### src/rtl/spi_fic_pkg.sv
package spi_fic_pkg;

    localparam int HOST_W = 32;
    localparam int ADDR_W = 4;
    localparam int SRC_N  = 5;

    typedef enum logic [ADDR_W-1:0] {
        A_CTRL  = 4'd0,
        A_DATA  = 4'd1,
        A_TXTHR = 4'd2,
        A_RXTHR = 4'd3,
        A_TXLVL = 4'd4,
        A_RXLVL = 4'd5,
        A_MASK  = 4'd6,
        A_RAW   = 4'd7,
        A_MSTAT = 4'd8,
        A_CLEAR = 4'd9
    } fic_addr_e;

    // error events / sticky flags
    typedef struct packed {
        logic rx_ovf;
        logic rx_udf;
        logic tx_ovf;
    } fic_evt_t;

    // full source vector, bit 0 = tx_empty ... bit 4 = rx_full
    typedef struct packed {
        logic rx_full;
        logic rx_ovf;
        logic rx_udf;
        logic tx_ovf;
        logic tx_empty;
    } fic_src_t;

    function automatic fic_src_t make_src(input logic txe, input fic_evt_t stk,
                                          input logic rxf);
        fic_src_t s;
        s.tx_empty = txe;
        s.tx_ovf   = stk.tx_ovf;
        s.rx_udf   = stk.rx_udf;
        s.rx_ovf   = stk.rx_ovf;
        s.rx_full  = rxf;
        return s;
    endfunction

endpackage

### src/rtl/fic_fifo.sv
module fic_fifo #(
    parameter int DEPTH = 8,
    parameter int W     = 16,
    localparam int PTR_W = $clog2(DEPTH),
    localparam int LVL_W = $clog2(DEPTH + 1)
) (
    input  logic             clk,
    input  logic             rst,
    input  logic             flush,
    input  logic             push,
    input  logic [W-1:0]     wdata,
    input  logic             pop,
    output logic [W-1:0]     rdata,
    output logic [LVL_W-1:0] level,
    output logic             full,
    output logic             empty
);

    logic [W-1:0]     mem [DEPTH];
    logic [PTR_W-1:0] rp, wp;
    logic             do_push, do_pop;

    function automatic logic [PTR_W-1:0] nxt(input logic [PTR_W-1:0] p);
        return (p == PTR_W'(DEPTH - 1)) ? '0 : p + 1'b1;
    endfunction

    assign full    = (level == LVL_W'(DEPTH));
    assign empty   = (level == '0);
    assign do_push = push && !full;
    assign do_pop  = pop && !empty;
    assign rdata   = mem[rp];

    always_ff @(posedge clk) begin
        if (do_push && !flush && !rst) begin
            mem[wp] <= wdata;
        end
    end

    always_ff @(posedge clk) begin
        if (rst || flush) begin
            rp    <= '0;
            wp    <= '0;
            level <= '0;
        end else begin
            if (do_push) wp <= nxt(wp);
            if (do_pop)  rp <= nxt(rp);
            case ({do_push, do_pop})
                2'b10:   level <= level + 1'b1;
                2'b01:   level <= level - 1'b1;
                default: level <= level;
            endcase
        end
    end

    // level never exceeds the depth
    p_level_bound_r6: assert property (@(posedge clk) disable iff (rst)
        level <= LVL_W'(DEPTH));

    // a push into a full FIFO with no pop leaves the level unchanged
    p_full_hold_r8: assert property (@(posedge clk) disable iff (rst)
        (full && push && !pop && !flush) |=> (level == $past(level)));

    // a pop from an empty FIFO with no push keeps it empty
    p_empty_hold_r7: assert property (@(posedge clk) disable iff (rst)
        (empty && pop && !push && !flush) |=> (level == '0));

endmodule

### src/rtl/fic_thresh_reg.sv
module fic_thresh_reg
    import spi_fic_pkg::*;
#(
    parameter int DEPTH = 8,
    localparam int THR_W = $clog2(DEPTH)
) (
    input  logic              clk,
    input  logic              rst,
    input  logic              wr,
    input  logic [HOST_W-1:0] wdata,
    output logic [THR_W-1:0]  thr
);

    logic in_range;
    assign in_range = (wdata < HOST_W'(DEPTH));

    always_ff @(posedge clk) begin
        if (rst) begin
            thr <= '0;
        end else if (wr && in_range) begin
            thr <= wdata[THR_W-1:0];
        end
    end

    // an out-of-range write does not change the stored threshold
    p_thr_keep_r9: assert property (@(posedge clk) disable iff (rst)
        (wr && !in_range) |=> (thr == $past(thr)));

endmodule

### src/rtl/fic_irq_unit.sv
module fic_irq_unit
    import spi_fic_pkg::*;
#(
    parameter int LVL_W = 4,
    parameter int THR_W = 3
) (
    input  logic             clk,
    input  logic             rst,
    input  logic             flush,
    input  logic             clr,
    input  fic_evt_t         evt,
    input  logic [LVL_W-1:0] tx_lvl,
    input  logic [LVL_W-1:0] rx_lvl,
    input  logic [THR_W-1:0] tx_thr,
    input  logic [THR_W-1:0] rx_thr,
    input  logic             mask_wr,
    input  logic [SRC_N-1:0] mask_wdata,
    output fic_src_t         raw,
    output logic [SRC_N-1:0] masked,
    output logic [SRC_N-1:0] mask,
    output logic             irq
);

    fic_evt_t stk;
    logic     txe, rxf;

    always_ff @(posedge clk) begin
        if (rst || flush) begin
            stk <= '0;
        end else begin
            stk <= fic_evt_t'((clr ? '0 : stk) | evt);
        end
    end

    always_ff @(posedge clk) begin
        if (rst) begin
            mask <= '0;
        end else if (mask_wr) begin
            mask <= mask_wdata;
        end
    end

    assign txe    = (tx_lvl <= LVL_W'(tx_thr));
    assign rxf    = (rx_lvl > LVL_W'(rx_thr));
    assign raw    = make_src(txe, stk, rxf);
    assign masked = raw & mask;
    assign irq    = |masked;

    // sticky flags never drop without a clear or a flush
    p_sticky_hold_r11: assert property (@(posedge clk) disable iff (rst)
        (!clr && !flush) |=> ((stk & $past(stk)) == $past(stk)));

    // a receive overflow event is reported in the next cycle
    p_rxo_set_r8: assert property (@(posedge clk) disable iff (rst)
        (evt.rx_ovf && !flush) |=> raw.rx_ovf);

    // with every source masked the line stays low
    p_mask_zero_r10: assert property (@(posedge clk) disable iff (rst)
        (mask == '0) |-> !irq);

endmodule

### src/rtl/spi_fifo_irq_ctrl.sv
module spi_fifo_irq_ctrl
    import spi_fic_pkg::*;
#(
    parameter int DEPTH  = 8,
    parameter int DATA_W = 16
) (
    input  logic              clk,
    input  logic              rst,
    input  logic              host_wr,
    input  logic              host_rd,
    input  logic [ADDR_W-1:0] host_addr,
    input  logic [HOST_W-1:0] host_wdata,
    output logic [HOST_W-1:0] host_rdata,
    output logic [DATA_W-1:0] tx_data,
    output logic              tx_valid,
    input  logic              tx_pop,
    input  logic [DATA_W-1:0] rx_data,
    input  logic              rx_push,
    output logic              irq
);

    localparam int LVL_W = $clog2(DEPTH + 1);
    localparam int THR_W = $clog2(DEPTH);

    logic              en_q, flush;
    logic              wr_data, rd_data, rd_clr;
    logic              tx_full, tx_empty, rx_full, rx_empty;
    logic [LVL_W-1:0]  tx_lvl, rx_lvl;
    logic [THR_W-1:0]  tx_thr, rx_thr;
    logic [DATA_W-1:0] tx_head, rx_head;
    logic [SRC_N-1:0]  masked, mask;
    fic_src_t          raw;
    fic_evt_t          evt;

    assign flush   = !en_q;
    assign wr_data = host_wr && (host_addr == A_DATA);
    assign rd_data = host_rd && (host_addr == A_DATA);
    assign rd_clr  = host_rd && (host_addr == A_CLEAR);

    always_ff @(posedge clk) begin
        if (rst) begin
            en_q <= 1'b0;
        end else if (host_wr && (host_addr == A_CTRL)) begin
            en_q <= host_wdata[0];
        end
    end

    assign evt.tx_ovf = en_q && wr_data && tx_full;
    assign evt.rx_udf = en_q && rd_data && rx_empty;
    assign evt.rx_ovf = en_q && rx_push && rx_full;

    fic_fifo #(.DEPTH(DEPTH), .W(DATA_W)) u_txq (
        .clk(clk), .rst(rst), .flush(flush),
        .push(wr_data && en_q), .wdata(host_wdata[DATA_W-1:0]),
        .pop(tx_pop && en_q), .rdata(tx_head),
        .level(tx_lvl), .full(tx_full), .empty(tx_empty)
    );

    fic_fifo #(.DEPTH(DEPTH), .W(DATA_W)) u_rxq (
        .clk(clk), .rst(rst), .flush(flush),
        .push(rx_push && en_q), .wdata(rx_data),
        .pop(rd_data && en_q), .rdata(rx_head),
        .level(rx_lvl), .full(rx_full), .empty(rx_empty)
    );

    fic_thresh_reg #(.DEPTH(DEPTH)) u_txthr (
        .clk(clk), .rst(rst),
        .wr(host_wr && (host_addr == A_TXTHR)),
        .wdata(host_wdata), .thr(tx_thr)
    );

    fic_thresh_reg #(.DEPTH(DEPTH)) u_rxthr (
        .clk(clk), .rst(rst),
        .wr(host_wr && (host_addr == A_RXTHR)),
        .wdata(host_wdata), .thr(rx_thr)
    );

    fic_irq_unit #(.LVL_W(LVL_W), .THR_W(THR_W)) u_irq (
        .clk(clk), .rst(rst), .flush(flush), .clr(rd_clr), .evt(evt),
        .tx_lvl(tx_lvl), .rx_lvl(rx_lvl), .tx_thr(tx_thr), .rx_thr(rx_thr),
        .mask_wr(host_wr && (host_addr == A_MASK)),
        .mask_wdata(host_wdata[SRC_N-1:0]),
        .raw(raw), .masked(masked), .mask(mask), .irq(irq)
    );

    assign tx_valid = !tx_empty;
    assign tx_data  = tx_empty ? '0 : tx_head;

    always_comb begin
        host_rdata = '0;
        case (host_addr)
            A_CTRL:  host_rdata = HOST_W'(en_q);
            A_DATA:  host_rdata = rx_empty ? '0 : HOST_W'(rx_head);
            A_TXTHR: host_rdata = HOST_W'(tx_thr);
            A_RXTHR: host_rdata = HOST_W'(rx_thr);
            A_TXLVL: host_rdata = HOST_W'(tx_lvl);
            A_RXLVL: host_rdata = HOST_W'(rx_lvl);
            A_MASK:  host_rdata = HOST_W'(mask);
            A_RAW:   host_rdata = HOST_W'(raw);
            A_MSTAT: host_rdata = HOST_W'(masked);
            A_CLEAR: host_rdata = HOST_W'({raw.rx_ovf, raw.rx_udf, raw.tx_ovf, 1'b0});
            default: host_rdata = '0;
        endcase
    end

    // a disabled cycle leaves both FIFOs empty and the flags clear
    p_flush_r12: assert property (@(posedge clk) disable iff (rst)
        !en_q |=> (tx_lvl == '0 && rx_lvl == '0 &&
                   !raw.tx_ovf && !raw.rx_udf && !raw.rx_ovf));

    // a write into a full transmit FIFO raises the overflow flag
    p_txo_set_r6: assert property (@(posedge clk) disable iff (rst)
        (en_q && wr_data && tx_full) |=> raw.tx_ovf);

endmodule

### config.mk
export PLATFORM = sky130hd
export DESIGN_NAME = spi_fifo_irq_ctrl
export DESIGN_NICKNAME = d
export VERILOG_FILES = /design/src/rtl/spi_fic_pkg.sv /design/src/rtl/fic_fifo.sv /design/src/rtl/fic_thresh_reg.sv /design/src/rtl/fic_irq_unit.sv /design/src/rtl/spi_fifo_irq_ctrl.sv
export SDC_FILE = /design/constraint.sdc
export NUM_CORES = 1
export LEC_CHECK = 0
export CAP_MARGIN = 20
export CORE_MARGIN = 5
export CORE_UTILIZATION = 25
export DETAILED_ROUTE_END_ITERATION = 8
export PLACE_DENSITY = 0.43
export REMOVE_ABC_BUFFERS = 1
export SLEW_MARGIN = 15
export SYNTH_ARGS = -nofsm -noshare
export SYNTH_HDL_FRONTEND = slang
export SYNTH_SLANG_ARGS = --single-unit
### constraint.sdc
create_clock -name clk -period 3.9 [get_ports clk]
set_clock_uncertainty 0.15 [all_clocks]
set_input_delay 0.585 -clock clk [delete_from_list [all_inputs] [get_ports clk]]
set_output_delay 0.585 -clock clk [all_outputs]
set_load 0.005 [all_outputs]
# Yosys cells after proc, flatten, opt, wreduce, memory -nomap -nowiden
# Memories as Yosys holds them, arrays and structs flattened. A register that Yosys moved wholly into a read port is not among the register bits.
# Cells that the tools add are included.
# Widths: inputs -> output; s select.
# word_totals
register_bits,35
latchBits,0
ramBits,256
rom_bits,0
output_inout_bits,50
elab_cells,102
mem_count,2
# classes
add_sub_neg,8
n_mul,0
n_div,0
n_lt_le_gt_ge,3
n_eq_ne,19
shifts,0
mux,18
bitwise,2
n_reduce_logical,37
# memory_table
name,depth,word_bits,read_ports,rd_ports_with_merged_regs,write_ports,line_no,rtl
u_rxq.mem,8,16,1,1,1,fic_fifo.sv:19,logic [W-1:0] mem [DEPTH];
u_txq.mem,8,16,1,1,1,fic_fifo.sv:19,
# ops
operator,count
$pmux 16 s10,1
$lt 32x4->1 const B,1
$mux 16,2
$mux 3,9
$logic_and 1x1->1,24
$eq 4x3->1 const B,4
$eq 4x4->1 const B,4
$pmux 4 s2,2
$add 3x1->3 const B,4
$eq 3x3->1 const B,4
$logic_not 4->1,3
$add 4x1->4 const B,2
$eq 4x2->1 const B,2
$sub 4x1->4 const B,2
$logic_not 1->1,6
$and 5x5->5,1
$reduce_or 5->1,1
$eq 2x1->1 const B,2
$eq 2x2->1 const B,2
$eq 4x1->1 const B,1
$gt 4x3->1,1
$le 4x3->1,1
$mux 1,4
$reduce_bool 2->1,2
other kinds (2),2

# Depth between registers and ports, before layout
# depth
word_depth,8
mapped_depth,11

# Hierarchy
# A second synthesis with hierarchy kept.
# unflattened
hier_cells,762
area_unflattened_um2,12743.5
# modules_own_cells
mod,n_inst,cells_per_inst,area_per_inst_um2,seq_area_each_um2
fic_fifo,2,267,5496.5,4103.9
spi_fifo_irq_ctrl,1,122,812.0,20.0
fic_irq_unit,1,60,495.5,160.2
fic_thresh_reg,2,23,221.5,60.1

# Worst setup path before layout
# Ideal clock, no wire load.
# synth_path
path_type,input-to-reg
from,input host_addr[1]
to,memory u_txq.mem[6][0] (enable)
setup_ns,0.430
arrival_time_ns,3.120
path_slack_ns,0.200
cell_stages,5
path_buffers,1
cell_sequence,buf_2 > nor4b_4 > and4_1 > inv_2 > nor4_1
# synth_via
elab_chain_cells,8
# synth_rtl
item,line_no,rtl
start: declaration,spi_fifo_irq_ctrl.sv:11,"input logic [ADDR_W-1:0] host_addr,"
$eq 4x1->1,spi_fifo_irq_ctrl.sv:36,assign wr_data = host_wr && (host_addr == A_DATA);
$logic_and 1x1->1,spi_fifo_irq_ctrl.sv:36,
$logic_and 1x1->1,spi_fifo_irq_ctrl.sv:54,".push(wr_data && en_q), .wdata(host_wdata[DATA_W-1:0]),"
$logic_and 1x1->1,fic_fifo.sv:29,assign do_push = push && !full;
$logic_and 1x1->1 (2 in a row),fic_fifo.sv:34,if (do_push && !flush && !rst) begin
$mux 1,fic_fifo.sv:34,
$mux 1 (not written as such),fic_fifo.sv:35,mem[wp] <= wdata;
end: declaration,fic_fifo.sv:19,
# Every way passes these cells.

==> flow_summary.json <==
{
  "synth_edf_count": 256,
  "syn_area_per_cell_sq_um": 16.97,
  "ys_types": 53,
  "insertion_delay_ns": 0.51,
  "clk_pin_slew_ns": 0.06,
  "place_inst": 1487,
  "initial_core_util": 0.2528,
  "outcome": "complete, no violations",
  "cp.required_ns": 3.16,
  "ios": 108,
  "gp_routability_congestion": 0.7637,
  "cts_resized": 0,
  "slew_violations": 0,
  "synth.ff_latch_count": 297,
  "yosysSeqAreaShare": 0.6876,
  "max-clock-path-buffers": 3,
  "clock-sinks": 297,
  "die_h_um": 232.5,
  "synthXorXnorAreaFrac": 0.004247,
  "ys.flop_type": "edfxtp_1",
  "drt_wl_total_um": 29840,
  "dpl-instance-area_sq_mm": 0.01433,
  "p_sw_mw": 1.323,
  "rsz0062_at_grt": "no",
  "fin_crit_ns": 3.641,
  "port_buffers": 91,
  "final_cells": 1550,
  "row_count": 81,
  "synth_top_family_by_area": "multiplexers",
  "design_area_sq_mm": 0.01545,
  "min_from": "u_rxthr.thr[1]",
  "via_count": 6643,
  "post_cts.repair.setup_buffers": 0,
  "setup_tns_ns": 0,
  "hold_violations": 0,
  "routed_via_density": 4.286,
  "period_share": 0.9336,
  "synth_compound_area_frac": 0.02669,
  "synth_area_sq_mm": 0.01237,
  "core_region_area_sq_mm": 0.04895,
  "min_path_type": "reg -> reg",
  "yosysWarnings": 0,
  "muxShareOfSynthArea": 0.1652,
  "synthSimpleGateAreaFrac": 0.06835,
  "final-setup-viol-count": 0,
  "crit_arrival_ns": 2.91,
  "die_x_um": 232.5,
  "timing.slew.headroom": 0.5334,
  "synthCells": 729,
  "gr-usage-all-layers": 0.1096,
  "drtPass1Iterations": 4,
  "multi_input_area_sq_mm": 0.003631,
  "total_power_mw": 6.727,
  "ir_drop_mv": 0.3120,
  "swShare": 0.1966,
  "rrSetupSlack_ns": 0.98,
  "antenna_found_initial": 4,
  "worstMarginPinSlew_ns": 0.6990,
  "maxCapViolCount": 0,
  "grt_max_degree": 33,
  "p_per_area_mw_per_mm2": 435.5,
  "synthAdderAreaFrac": 0.02022,
  "grt_pass1_vias": 6917,
  "grt_first_pass_wirelength_um": 44910,
  "cts_buffers": 34,
  "rr_startpoint": "u_txq.level[0]",
  "seq_area_sq_mm": 0.008511,
  "leakage_nw": 4.863,
  "drive_gt1_frac": 0.2000,
  "avgRoutedWirePerCell_um": 19.25,
  "ant_nets": 0,
  "synthArstFlopShare": 0,
  "crit_type": "reg -> out",
  "htree_levels": 2,
  "max_freq_mhz": 274.7,
  "grt_overflow_total": 0,
  "power.internal_mw": 5.405,
  "hold_buffers": 0,
  "combPwrFrac": 0.023,
  "dp_hpwl_um": 19420,
  "nets": 937,
  "drt_iter0_drc": 388,
  "pwr-share-seq": 0.513,
  "cts_tree": "done",
  "area_growth_pct": 24.82,
  "critPathCaptureType": "output port",
  "fill_cells": 4809,
  "fin_ws_ns": 0.2591,
  "pre_cts_ws_ns": 0.2521,
  "dieArea_sq_mm": 0.05405,
  "clockPowerShare": 0.464,
  "drc": 0,
  "cts_root_buf": "clkbuf_16",
  "path_max_fanout": 14,
  "startpoint_type": "flip-flop"
}
-- power groups by stage --
stage          Combinational [mW]  Sequential [mW]  Clock [mW]
2_1_floorplan              0.0256             3.52           0
3_3_place_gp                0.157             3.51           0
3_5_place_dp                0.159             3.51           0
4_1_cts                     0.159             3.45        3.24
5_1_grt                     0.171             3.45        3.38
6_report                    0.156             3.45        3.12
-- state kept, by name, summed over array words and instances, names as in the netlist, 4 cells and up, named ones only --
register,cells
u_rxq.mem,128
u_rxq.level,4
u_irq.mask,5
u_txq.level,4
u_txq.mem,128
-- layout by cell type (no fill, tap or decap), types with 7 or more instances in the layout --
cell type          n
inv_1             16
ha_1              20
clkdlybuf4s50_1   91
clkbuf_16         37
mux2i_1           58
a21oi_1           18
o21ai_0            7
dfxtp_1           39
edfxtp_1         256
mux4_2            64
conb_1            16
buf_4             35
nor2_1            54
nand2_1           30
nand3_1           11
or3_1              8
-- path summary, 6_finish.rpt --
| check | endpoint | depth (start not counted) |
|---|---|---|
| worst min register to register | u_rxthr.thr[1] | 2 |
| worst min-delay path | u_rxthr.thr[1] | 2 |
| worst max register to register | u_txq.level[2] | 10 |
| worst max-delay path | host_rdata[1] | 5 |
-- worst max-delay path, cell delays in order, from the launching register on --
cell	delay [ns]
dfxtp_2	0.68
mux4_2	0.58
mux2i_1	0.19
o22ai_1	0.12
a211o_1	0.34
clkdlybuf4s50_1	0.48
-- final cells by class --
class,count,area share
Sequential cell,297,0.5510
Timing Repair Buffer,132,0.08376
Clock inverter,14,0.006237
Clock buffer,48,0.06586
Tap cell,664,0.05379
Antenna cell,1,0.0001620
Inverter,17,0.004131
Multi-Input combinational cell,377,0.2351
-- layer usage --
| layer | share of wire | track usage | vias to the layer above |
|---|---|---|---|
| li1 | - | - | 3102 |
| met1 | 0.44 | 0.1445 | 3347 |
| met2 | 0.48 | 0.1810 | 149 |
| met3 | 0.055 | 0.02916 | 41 |
| met4 | 0.018 | 0.02751 | 4 |
| met5 | 0.00070 | 0 | - |
-- synth_stat cells, types with 5 or more instances --
| library cell | instances | area share |
|---|---|---|
| edfxtp_1 | 256 | 0.62 |
| mux4_2 | 64 | 0.12 |
| mux2i_1 | 58 | 0.047 |
| nor2_1 | 55 | 0.017 |
| dfxtp_1 | 41 | 0.066 |
| nand2_1 | 30 | 0.0091 |
| clkbuf_1 | 23 | 0.0070 |
| ha_1 | 20 | 0.020 |
| a21oi_1 | 18 | 0.0073 |
| buf_4 | 17 | 0.010 |
| inv_1 | 16 | 0.0049 |
| nand3_1 | 11 | 0.0044 |
| buf_2 | 9 | 0.0036 |
| nor3_1 | 9 | 0.0036 |
| or3_1 | 8 | 0.0040 |
| nor4_1 | 7 | 0.0035 |
| o21ai_0 | 7 | 0.0028 |
| nand3b_1 | 6 | 0.0036 |
| xor2_1 | 6 | 0.0042 |
| nor2b_1 | 5 | 0.0025 |
-- stage by stage --
stage | hold slack (ns) | util
global route | 0.3575 | 0.3155
floorplan | 0.2882 | -
detailed placement | 0.3172 | 0.2927
finish | 0.3221 | 0.3155
CTS | 0.3275 | 0.3155
global placement | 0.3038 | 0.2927
-- cells by family after synthesis --
group,Yosys count
AOI/OAI and AO/OA,51
xor gates and xnor gates,6
adders and majority gates,20
buffers and inverters,70
DFF,297
muxes,124
other,1
and+or+nand+nor,160
No activity file was read; power rests on OpenSTA's default activity.
